$ cat src/rtl/sfc_pkg.sv
package sfc_pkg;

    // status register geometry
    localparam int SR_W      = 8;
    localparam int SR_PROT   = 7;
    localparam int SR_QE     = 6;
    localparam int SR_WEL    = 1;
    localparam int SR_BUSY   = 0;
    localparam logic [SR_W-1:0] SR_WMASK = 8'hFC;

    // pin lanes
    localparam int LANES     = 4;
    localparam int LANE_SI   = 0;
    localparam int LANE_SO   = 1;
    localparam int LANE_WP   = 2;
    localparam int LANE_HOLD = 3;

    // frame lengths that make a command valid at deselect
    localparam int OP_BITS    = 8;
    localparam int WRSR_BITS  = OP_BITS + SR_W;
    localparam int CNT_W      = $clog2(WRSR_BITS + 1);
    localparam int IDX_W      = $clog2(SR_W);

    localparam logic [7:0] OPC_WREN = 8'h06;
    localparam logic [7:0] OPC_WRDI = 8'h04;
    localparam logic [7:0] OPC_RDSR = 8'h05;
    localparam logic [7:0] OPC_WRSR = 8'h01;

    typedef enum logic [2:0] {
        CMD_NONE  = 3'd0,
        CMD_WREN  = 3'd1,
        CMD_WRDI  = 3'd2,
        CMD_RDSR  = 3'd3,
        CMD_WRSR  = 3'd4,
        CMD_OTHER = 3'd5
    } cmd_e;

    typedef enum logic [1:0] {
        PH_OPCODE,
        PH_WDATA,
        PH_RDOUT,
        PH_QUIET
    } phase_e;

    typedef struct packed {
        logic             cs_n;
        logic             sck;
        logic [LANES-1:0] io;
    } pins_t;

    function automatic cmd_e decode_op(input logic [7:0] op);
        case (op)
            OPC_WREN: return CMD_WREN;
            OPC_WRDI: return CMD_WRDI;
            OPC_RDSR: return CMD_RDSR;
            OPC_WRSR: return CMD_WRSR;
            default:  return CMD_OTHER;
        endcase
    endfunction

    // phase entered once the instruction byte is complete
    function automatic phase_e phase_after(input cmd_e c);
        case (c)
            CMD_WRSR: return PH_WDATA;
            CMD_RDSR: return PH_RDOUT;
            default:  return PH_QUIET;
        endcase
    endfunction

    // writable bits come from the new byte, read-only bits stay
    function automatic logic [SR_W-1:0] merge_status(input logic [SR_W-1:0] cur,
                                                     input logic [SR_W-1:0] wr);
        return (wr & SR_WMASK) | (cur & ~SR_WMASK);
    endfunction

endpackage

$ cat src/rtl/sfc_pin_sync.sv
module sfc_pin_sync
    import sfc_pkg::*;
#(
    parameter int STAGES = 2
) (
    input  logic  clk,
    input  logic  rst,
    input  pins_t pin_raw,
    output pins_t pin_s
);
    localparam int PW = $bits(pins_t);

    logic [STAGES-1:0][PW-1:0] stg;

    // reset to all-zero so a chip select held low through reset
    // never looks like a falling edge afterwards
    always_ff @(posedge clk) begin
        if (rst) begin
            stg <= '0;
        end else begin
            stg[0] <= pin_raw;
            for (int k = 1; k < STAGES; k++) begin
                stg[k] <= stg[k-1];
            end
        end
    end

    assign pin_s = pins_t'(stg[STAGES-1]);

endmodule

$ cat src/rtl/sfc_serial_frame.sv
module sfc_serial_frame
    import sfc_pkg::*;
(
    input  logic             clk,
    input  logic             rst,
    input  logic             cs_n_s,
    input  logic             sck_s,
    input  logic             si_s,
    input  logic             hold_n_s,
    input  logic             qe,
    input  logic [SR_W-1:0]  status,
    output logic             act,
    output logic             hold_act,
    output logic             cs_rise,
    output logic [CNT_W-1:0] bit_cnt,
    output cmd_e             cur_cmd,
    output logic [SR_W-1:0]  wr_byte,
    output logic             out_bit,
    output logic             drive_en,
    output logic             strobe,
    output cmd_e             strobe_cmd
);
    logic            cs_prev;
    logic            sck_prev;
    logic            armed;
    logic            cs_fall;
    logic            sel;
    logic            sck_rise;
    logic            sck_fall;
    logic [7:0]      shreg;
    logic [7:0]      in_byte;
    logic [IDX_W-1:0] rd_idx;
    phase_e          phase;

    assign cs_fall  = cs_prev & ~cs_n_s;
    assign cs_rise  = ~cs_prev & cs_n_s;
    assign sel      = ~cs_n_s & (armed | cs_fall);
    assign hold_act = sel & ~qe & ~hold_n_s;
    assign act      = sel & ~hold_act;
    // sck_prev keeps following the pin during a pause, so edges seen
    // while held are dropped and no false edge appears on release
    assign sck_rise = act & sck_s & ~sck_prev;
    assign sck_fall = act & ~sck_s & sck_prev;
    assign in_byte  = {shreg[6:0], si_s};

    always_ff @(posedge clk) begin
        if (rst) begin
            cs_prev    <= 1'b0;
            sck_prev   <= 1'b0;
            armed      <= 1'b0;
            shreg      <= '0;
            bit_cnt    <= '0;
            phase      <= PH_OPCODE;
            cur_cmd    <= CMD_NONE;
            wr_byte    <= '0;
            out_bit    <= 1'b0;
            drive_en   <= 1'b0;
            rd_idx     <= '0;
            strobe     <= 1'b0;
            strobe_cmd <= CMD_NONE;
        end else begin
            cs_prev  <= cs_n_s;
            sck_prev <= sck_s;
            strobe   <= 1'b0;
            if (cs_fall) begin
                armed <= 1'b1;
            end
            if (!sel) begin
                bit_cnt  <= '0;
                phase    <= PH_OPCODE;
                cur_cmd  <= CMD_NONE;
                drive_en <= 1'b0;
                rd_idx   <= '0;
            end else begin
                if (sck_rise) begin
                    shreg <= in_byte;
                    if (bit_cnt != {CNT_W{1'b1}}) begin
                        bit_cnt <= bit_cnt + 1'b1;
                    end
                    if (phase == PH_OPCODE && bit_cnt == CNT_W'(OP_BITS - 1)) begin
                        cur_cmd    <= decode_op(in_byte);
                        phase      <= phase_after(decode_op(in_byte));
                        strobe     <= 1'b1;
                        strobe_cmd <= decode_op(in_byte);
                    end
                    if (phase == PH_WDATA && bit_cnt == CNT_W'(WRSR_BITS - 1)) begin
                        wr_byte <= in_byte;
                    end
                end
                if (sck_fall && phase == PH_RDOUT) begin
                    out_bit  <= status[IDX_W'(SR_W - 1) - rd_idx];
                    rd_idx   <= rd_idx + 1'b1;
                    drive_en <= 1'b1;
                end
            end
        end
    end

endmodule

$ cat src/rtl/sfc_status_reg.sv
module sfc_status_reg
    import sfc_pkg::*;
(
    input  logic             clk,
    input  logic             rst,
    input  logic             commit,
    input  cmd_e             cur_cmd,
    input  logic [CNT_W-1:0] bit_cnt,
    input  logic [SR_W-1:0]  wr_byte,
    input  logic             wp_n_s,
    output logic             lock,
    output logic [SR_W-1:0]  status
);
    logic            len8;
    logic            len16;
    logic [SR_W-1:0] st_nxt;

    assign len8  = bit_cnt == CNT_W'(OP_BITS);
    assign len16 = bit_cnt == CNT_W'(WRSR_BITS);
    // the pin only guards the register when it is not a data lane
    assign lock  = status[SR_PROT] & ~status[SR_QE] & ~wp_n_s;

    always_comb begin
        st_nxt = status;
        if (commit) begin
            case (cur_cmd)
                CMD_WREN: if (len8) st_nxt[SR_WEL] = 1'b1;
                CMD_WRDI: if (len8) st_nxt[SR_WEL] = 1'b0;
                CMD_WRSR: begin
                    if (len16 && status[SR_WEL]) begin
                        if (!lock) begin
                            st_nxt = merge_status(status, wr_byte);
                        end
                        st_nxt[SR_WEL] = 1'b0;
                    end
                end
                default: ;
            endcase
        end
        st_nxt[SR_BUSY] = 1'b0;
    end

    always_ff @(posedge clk) begin
        if (rst) begin
            status <= '0;
        end else begin
            status <= st_nxt;
        end
    end

endmodule

$ cat src/rtl/sfc_cmd_frontend.sv
module sfc_cmd_frontend
    import sfc_pkg::*;
#(
    parameter int SYNC_STAGES = 2
) (
    input  logic             clk,
    input  logic             rst,
    input  logic             cs_n,
    input  logic             sck,
    input  logic [LANES-1:0] io_in,
    output logic [LANES-1:0] io_out,
    output logic [LANES-1:0] io_oe,
    output logic             cmd_strobe,
    output logic [2:0]       cmd_code,
    output logic [SR_W-1:0]  status_q
);
    pins_t            pin_raw;
    pins_t            pin_s;
    logic             act;
    logic             hold_act;
    logic             cs_rise;
    logic [CNT_W-1:0] bit_cnt;
    cmd_e             cur_cmd;
    logic [SR_W-1:0]  wr_byte;
    logic             out_bit;
    logic             drive_en;
    logic             strobe;
    cmd_e             strobe_cmd;
    logic             lock;
    logic [SR_W-1:0]  status;

    assign pin_raw.cs_n = cs_n;
    assign pin_raw.sck  = sck;
    assign pin_raw.io   = io_in;

    sfc_pin_sync #(.STAGES(SYNC_STAGES)) u_sync (
        .clk     (clk),
        .rst     (rst),
        .pin_raw (pin_raw),
        .pin_s   (pin_s)
    );

    sfc_serial_frame u_frame (
        .clk        (clk),
        .rst        (rst),
        .cs_n_s     (pin_s.cs_n),
        .sck_s      (pin_s.sck),
        .si_s       (pin_s.io[LANE_SI]),
        .hold_n_s   (pin_s.io[LANE_HOLD]),
        .qe         (status[SR_QE]),
        .status     (status),
        .act        (act),
        .hold_act   (hold_act),
        .cs_rise    (cs_rise),
        .bit_cnt    (bit_cnt),
        .cur_cmd    (cur_cmd),
        .wr_byte    (wr_byte),
        .out_bit    (out_bit),
        .drive_en   (drive_en),
        .strobe     (strobe),
        .strobe_cmd (strobe_cmd)
    );

    sfc_status_reg u_status (
        .clk     (clk),
        .rst     (rst),
        .commit  (cs_rise),
        .cur_cmd (cur_cmd),
        .bit_cnt (bit_cnt),
        .wr_byte (wr_byte),
        .wp_n_s  (pin_s.io[LANE_WP]),
        .lock    (lock),
        .status  (status)
    );

    // only the serial-out lane ever drives in this command set
    for (genvar ln = 0; ln < LANES; ln++) begin : g_lane
        if (ln == LANE_SO) begin : g_drv
            logic oe_q;
            always_ff @(posedge clk) begin
                if (rst) oe_q <= 1'b0;
                else     oe_q <= drive_en & act;
            end
            assign io_oe[ln]  = oe_q;
            assign io_out[ln] = out_bit;
        end else begin : g_in
            assign io_oe[ln]  = 1'b0;
            assign io_out[ln] = 1'b0;
        end
    end

    assign cmd_strobe = strobe;
    assign cmd_code   = strobe_cmd;
    assign status_q   = status;

endmodule

$ cat config.mk
export PLATFORM = sky130hd
export DESIGN_NAME = sfc_cmd_frontend
export DESIGN_NICKNAME = d
export VERILOG_FILES = /design/src/rtl/sfc_pkg.sv /design/src/rtl/sfc_pin_sync.sv /design/src/rtl/sfc_serial_frame.sv /design/src/rtl/sfc_status_reg.sv /design/src/rtl/sfc_cmd_frontend.sv
export SDC_FILE = /design/constraint.sdc
export NUM_CORES = 1
export LEC_CHECK = 0
export BUFFER_PORTS_ARGS = -buffer_cell sky130_fd_sc_hd__buf_2
export CORE_MARGIN = 5
export CORE_UTILIZATION = 40
export CTS_CLUSTER_DIAMETER = 80
export DETAILED_ROUTE_END_ITERATION = 6
export PLACE_DENSITY_LB_ADDON = 0.1
export SLEW_MARGIN = 20
export SYNTH_ARGS = -nofsm -noshare
export SYNTH_HDL_FRONTEND = slang
export SYNTH_SLANG_ARGS = --single-unit
$ cat constraint.sdc
create_clock -name clk -period 1.8 [get_ports clk]
set_input_delay 0.18 -clock clk [delete_from_list [all_inputs] [get_ports clk]]
set_output_delay 0.18 -clock clk [all_outputs]
set_load 0.1 [all_outputs]
==> Implementation_results.wiki <==
{| class="wikitable"
! Metric !! Value
|-
| Clock period minus worst slack || 1694 ps
|-
| Number of primary I/O pins || 28
|-
| Maximum clock frequency || 0.5902 GHz
|-
| Final worst clock skew || 5.012 ps
|-
| Launching element type of the critical path || flip-flop
|-
| Share of the yosys chip area belonging to registers || 47.11%
|-
| Detailed-route DRC error count || 0
|-
| Number of search-and-repair iterations in the first detailed-routing pass || 3
|-
| Maximum count of clock buffers along a single path || 2
|-
| Unrepaired setup endpoints after global routing || true
|-
| Max H-tree Level || 2
|-
| Filler cell count in the final layout || 530
|-
| Clock root buffer || sky130_fd_sc_hd__clkbuf_8
|-
| Total detailed-routing wirelength || 3948 um
|-
| CP Max Fanout || 5
|-
| Area of the mapped netlist || 0.002252 sq mm
|-
| Final antenna-violating net count || 0
|-
| Worst slack after detailed placement || -21.08 ps
|-
| Peak ir drop on the vdd network || 0.4825 mV
|-
| Max-cap viol count || 0
|-
| Via-per-instance ratio || 4.620
|-
| Number of nets in the layout || 264
|-
| Vias || 1497
|-
| Die Y || 85.04 um
|-
| Slew HR || 54.67%
|-
| Pwr Total || 2.103 mW
|-
| Category of the critical setup timing path || flip-flop to flip-flop
|-
| Placeable Area || 0.005473 sq mm
|-
| Vias in the first global route || 1406
|-
| Setup violators final || 0
|-
| Placed wire-length estimate after detailed placement || 2846 um
|-
| Maximum number of pins on one net before global-route repair || 38
|-
| Fin Hold WS || 53.87 ps
|-
| Arrival time of data at the critical path endpoint || 1890 ps
|-
| Initial cell density of the core || 41.15%
|-
| #FFs+latches synth || 53
|-
| Leading cell type in the layout, fill and taps excluded || sky130_fd_sc_hd__dfxtp_1
|-
| Final period util || 94.14%
|-
| Cell area reported after detailed placement || 0.002481 sq mm
|-
| Final Max Slew Viols || 0
|-
| Critical path endpoint category || flip-flop
|-
| Worst-case register-to-register setup slack || 110 ps
|-
| Count of cell types in the netlist || 43
|-
| Result of the run || finished, final reports clean
|-
| Number of clock buffers inserted by TritonCTS || 5
|-
| Synthesized area per cell || 10.38 sq um
|-
| Clock-pin slew of the registers on the worst-case setup and hold paths || 90 ps
|-
| Remaining Overflow, GRT || 0
|-
| Area of the die || 0.007231 sq mm
|-
| Clock tree from TritonCTS || done
|-
| Power per unit of standard cell area || 797.5 mW/mm^2
|-
| Final antenna diode count || 0
|-
| Synthesized instance count || 217
|-
| Class of the tightest hold or removal check || primary input to flip-flop
|-
| Total of buffers placed on input and output ports || 19
|-
| First-iteration detailed-routing DRC count || 61
|-
| Leakage || 1.014 nW
|-
| Data required time at the worst endpoint || 1990 ps
|-
| Commonest non-fill, non-tap cells in the layout || sky130_fd_sc_hd__dfxtp_1, sky130_fd_sc_hd__nor2_1, sky130_fd_sc_hd__mux2i_1
|-
| Total global-route track usage || 11.42%
|-
| Number of hold violations in the final report || 0
|-
| Wire length of the first global-routing pass || 6693 um
|-
| Die W || 85.04 um
|-
| Wirelength per Cell || 12.19 um
|-
| GP Congestion || 0.7030
|-
| Utilization after layout || 48.17%
|-
| Number of warnings printed during yosys synthesis || 0
|-
| Site Rows || 27
|-
| Count of hold buffers inserted by post-cts repair || 0
|-
| Worst-skew pair later-pin latency || 300 ps
|-
| Layout cells sized above 1 || 29.37%
|-
| Antenna violations before repair || 0
|-
| Clock Sink Count || 53
|-
| Actual slew at the worst max-slew pin || 678.9 ps
|-
| Worst path setup slack after routing || 105.6 ps
|-
| Post-Layout Inst Area || 0.002636 sq mm
|-
| Layout Area Growth over Synthesis || 17.06%
|}
==> cells in the mapped netlist, drive strengths merged <==
master,instances,area (sq um)
a21oi,7,42.54
or3,2,17.52
nor2b,12,75.07
mux2i,22,220.2
a211oi,2,15.01
xnor2,3,26.28
buf,14,108.9
a2111oi,1,8.760
dfxtp,53,1061
nand3b,3,22.52
a31o,1,8.760
conb,1,3.750
nand2b,3,21.27
nand2,4,15.01
inv,5,18.77
nand4b,1,8.760
xor2,5,43.79
nor3b,1,7.510
nor4b,1,8.760
nor4,4,76.32
and3,3,18.77
and4b,1,10.01
clkbuf,4,15.01
nor3,9,76.33
nand3,3,27.53
o311ai,1,16.27
nand4,1,6.260
a31oi,1,6.260
ha,5,62.56
o21ai,1,5.000
nor2,41,156.4
mux4,1,22.52
o21bai,1,18.77
==> flip-flops by register name, summed over array words and instances (netlist names) <==
register / cells
u_frame.sck_prev: 1
u_frame.bit_cnt: 5
u_sync.stg: 5
u_sync.pin_s: 5
u_frame.cs_prev: 1
u_frame.cur_cmd: 3
u_frame.rd_idx: 3
u_status.status: 7
u_frame.drive_en: 1
u_frame.strobe: 1
u_frame.phase: 2
u_frame.shreg: 7
u_frame.armed: 1
u_frame.wr_byte: 6
u_frame.out_bit: 1
g_lane.g_drv.oe_q: 1
u_frame.strobe_cmd: 3
==> worst max-delay path: stages (launching register included) <==
cell and delay (ps):
sky130_fd_sc_hd__dfxtp_2 340, sky130_fd_sc_hd__ha_4 160, sky130_fd_sc_hd__and3_4 180, sky130_fd_sc_hd__ha_4 160
sky130_fd_sc_hd__nor4_4 350, sky130_fd_sc_hd__buf_4 180, sky130_fd_sc_hd__mux2i_1 160, sky130_fd_sc_hd__nor2_1 60
==> layer usage <==
| layer | wire, um | track usage (%) | part of all wire, % | vias to the layer above |
|---|---|---|---|---|
| li1 | - | - | - | 784 |
| met1 | 2078 | 16.52 | 53 | 683 |
| met2 | 1637 | 16.03 | 41 | 23 |
| met3 | 165 | 2.816 | 4.2 | 7 |
| met4 | 66 | 4.748 | 1.7 | 0 |
| met5 | 0 | 0 | 0 | - |
==> kinds of logic after synthesis <==
group	synth area share [%]
mux	10.78
other cells	0.1665
buf+inv	6.333
xor+xnor	3.111
simple gates	24.33
compound gates	5.389
flops	47.11
fa+ha+maj	2.778
==> through the flow <==
stage	setup TNS, ps	std cells
CTS	0	323
floorplan	0	223
finish	0	324
global placement	-54.54	315
detailed placement	-35.40	315
global route	-45.88	324
==> report_power, final <==
part | internal (mW) | switching [mW]
Sequential | 1.18 | 0.00619
Clock | 0.418 | 0.376
Combinational | 0.0229 | 0.0961
==> path summary, 6_finish.rpt <==
| check | depth (start not counted) | startpoint | end |
|---|---|---|---|
| setup / recovery | 7 | u_frame.bit_cnt[0] | u_frame.bit_cnt[1] |
| hold / removal | 2 | rst | u_frame.armed |
| setup reg to reg | 7 | u_frame.bit_cnt[0] | u_frame.bit_cnt[1] |
| hold reg to reg | 1 | u_sync.stg[3] | u_sync.pin_s[3] |
==> timing repair <==
item | 4_1_cts | 5_1_grt
setup buffers | 0 | 1
pin swaps | 1 | 2
resized for setup | 0 | 9
endpoints found under the setup margin | 3 | 8
==> final cells by class <==
cell class | count | area, sq um | area share, %
Tap cell | 72 | 90.09 | 3.417
Clock buffer | 6 | 72.57 | 2.753
Clock inverter | 2 | 38.79 | 1.471
Timing Repair Buffer | 39 | 245.2 | 9.302
Multi-Input combinational cell | 147 | 1105 | 41.91
Sequential cell | 53 | 1066 | 40.44
Inverter | 5 | 18.77 | 0.7119
(Power assumes the default switching activity.)
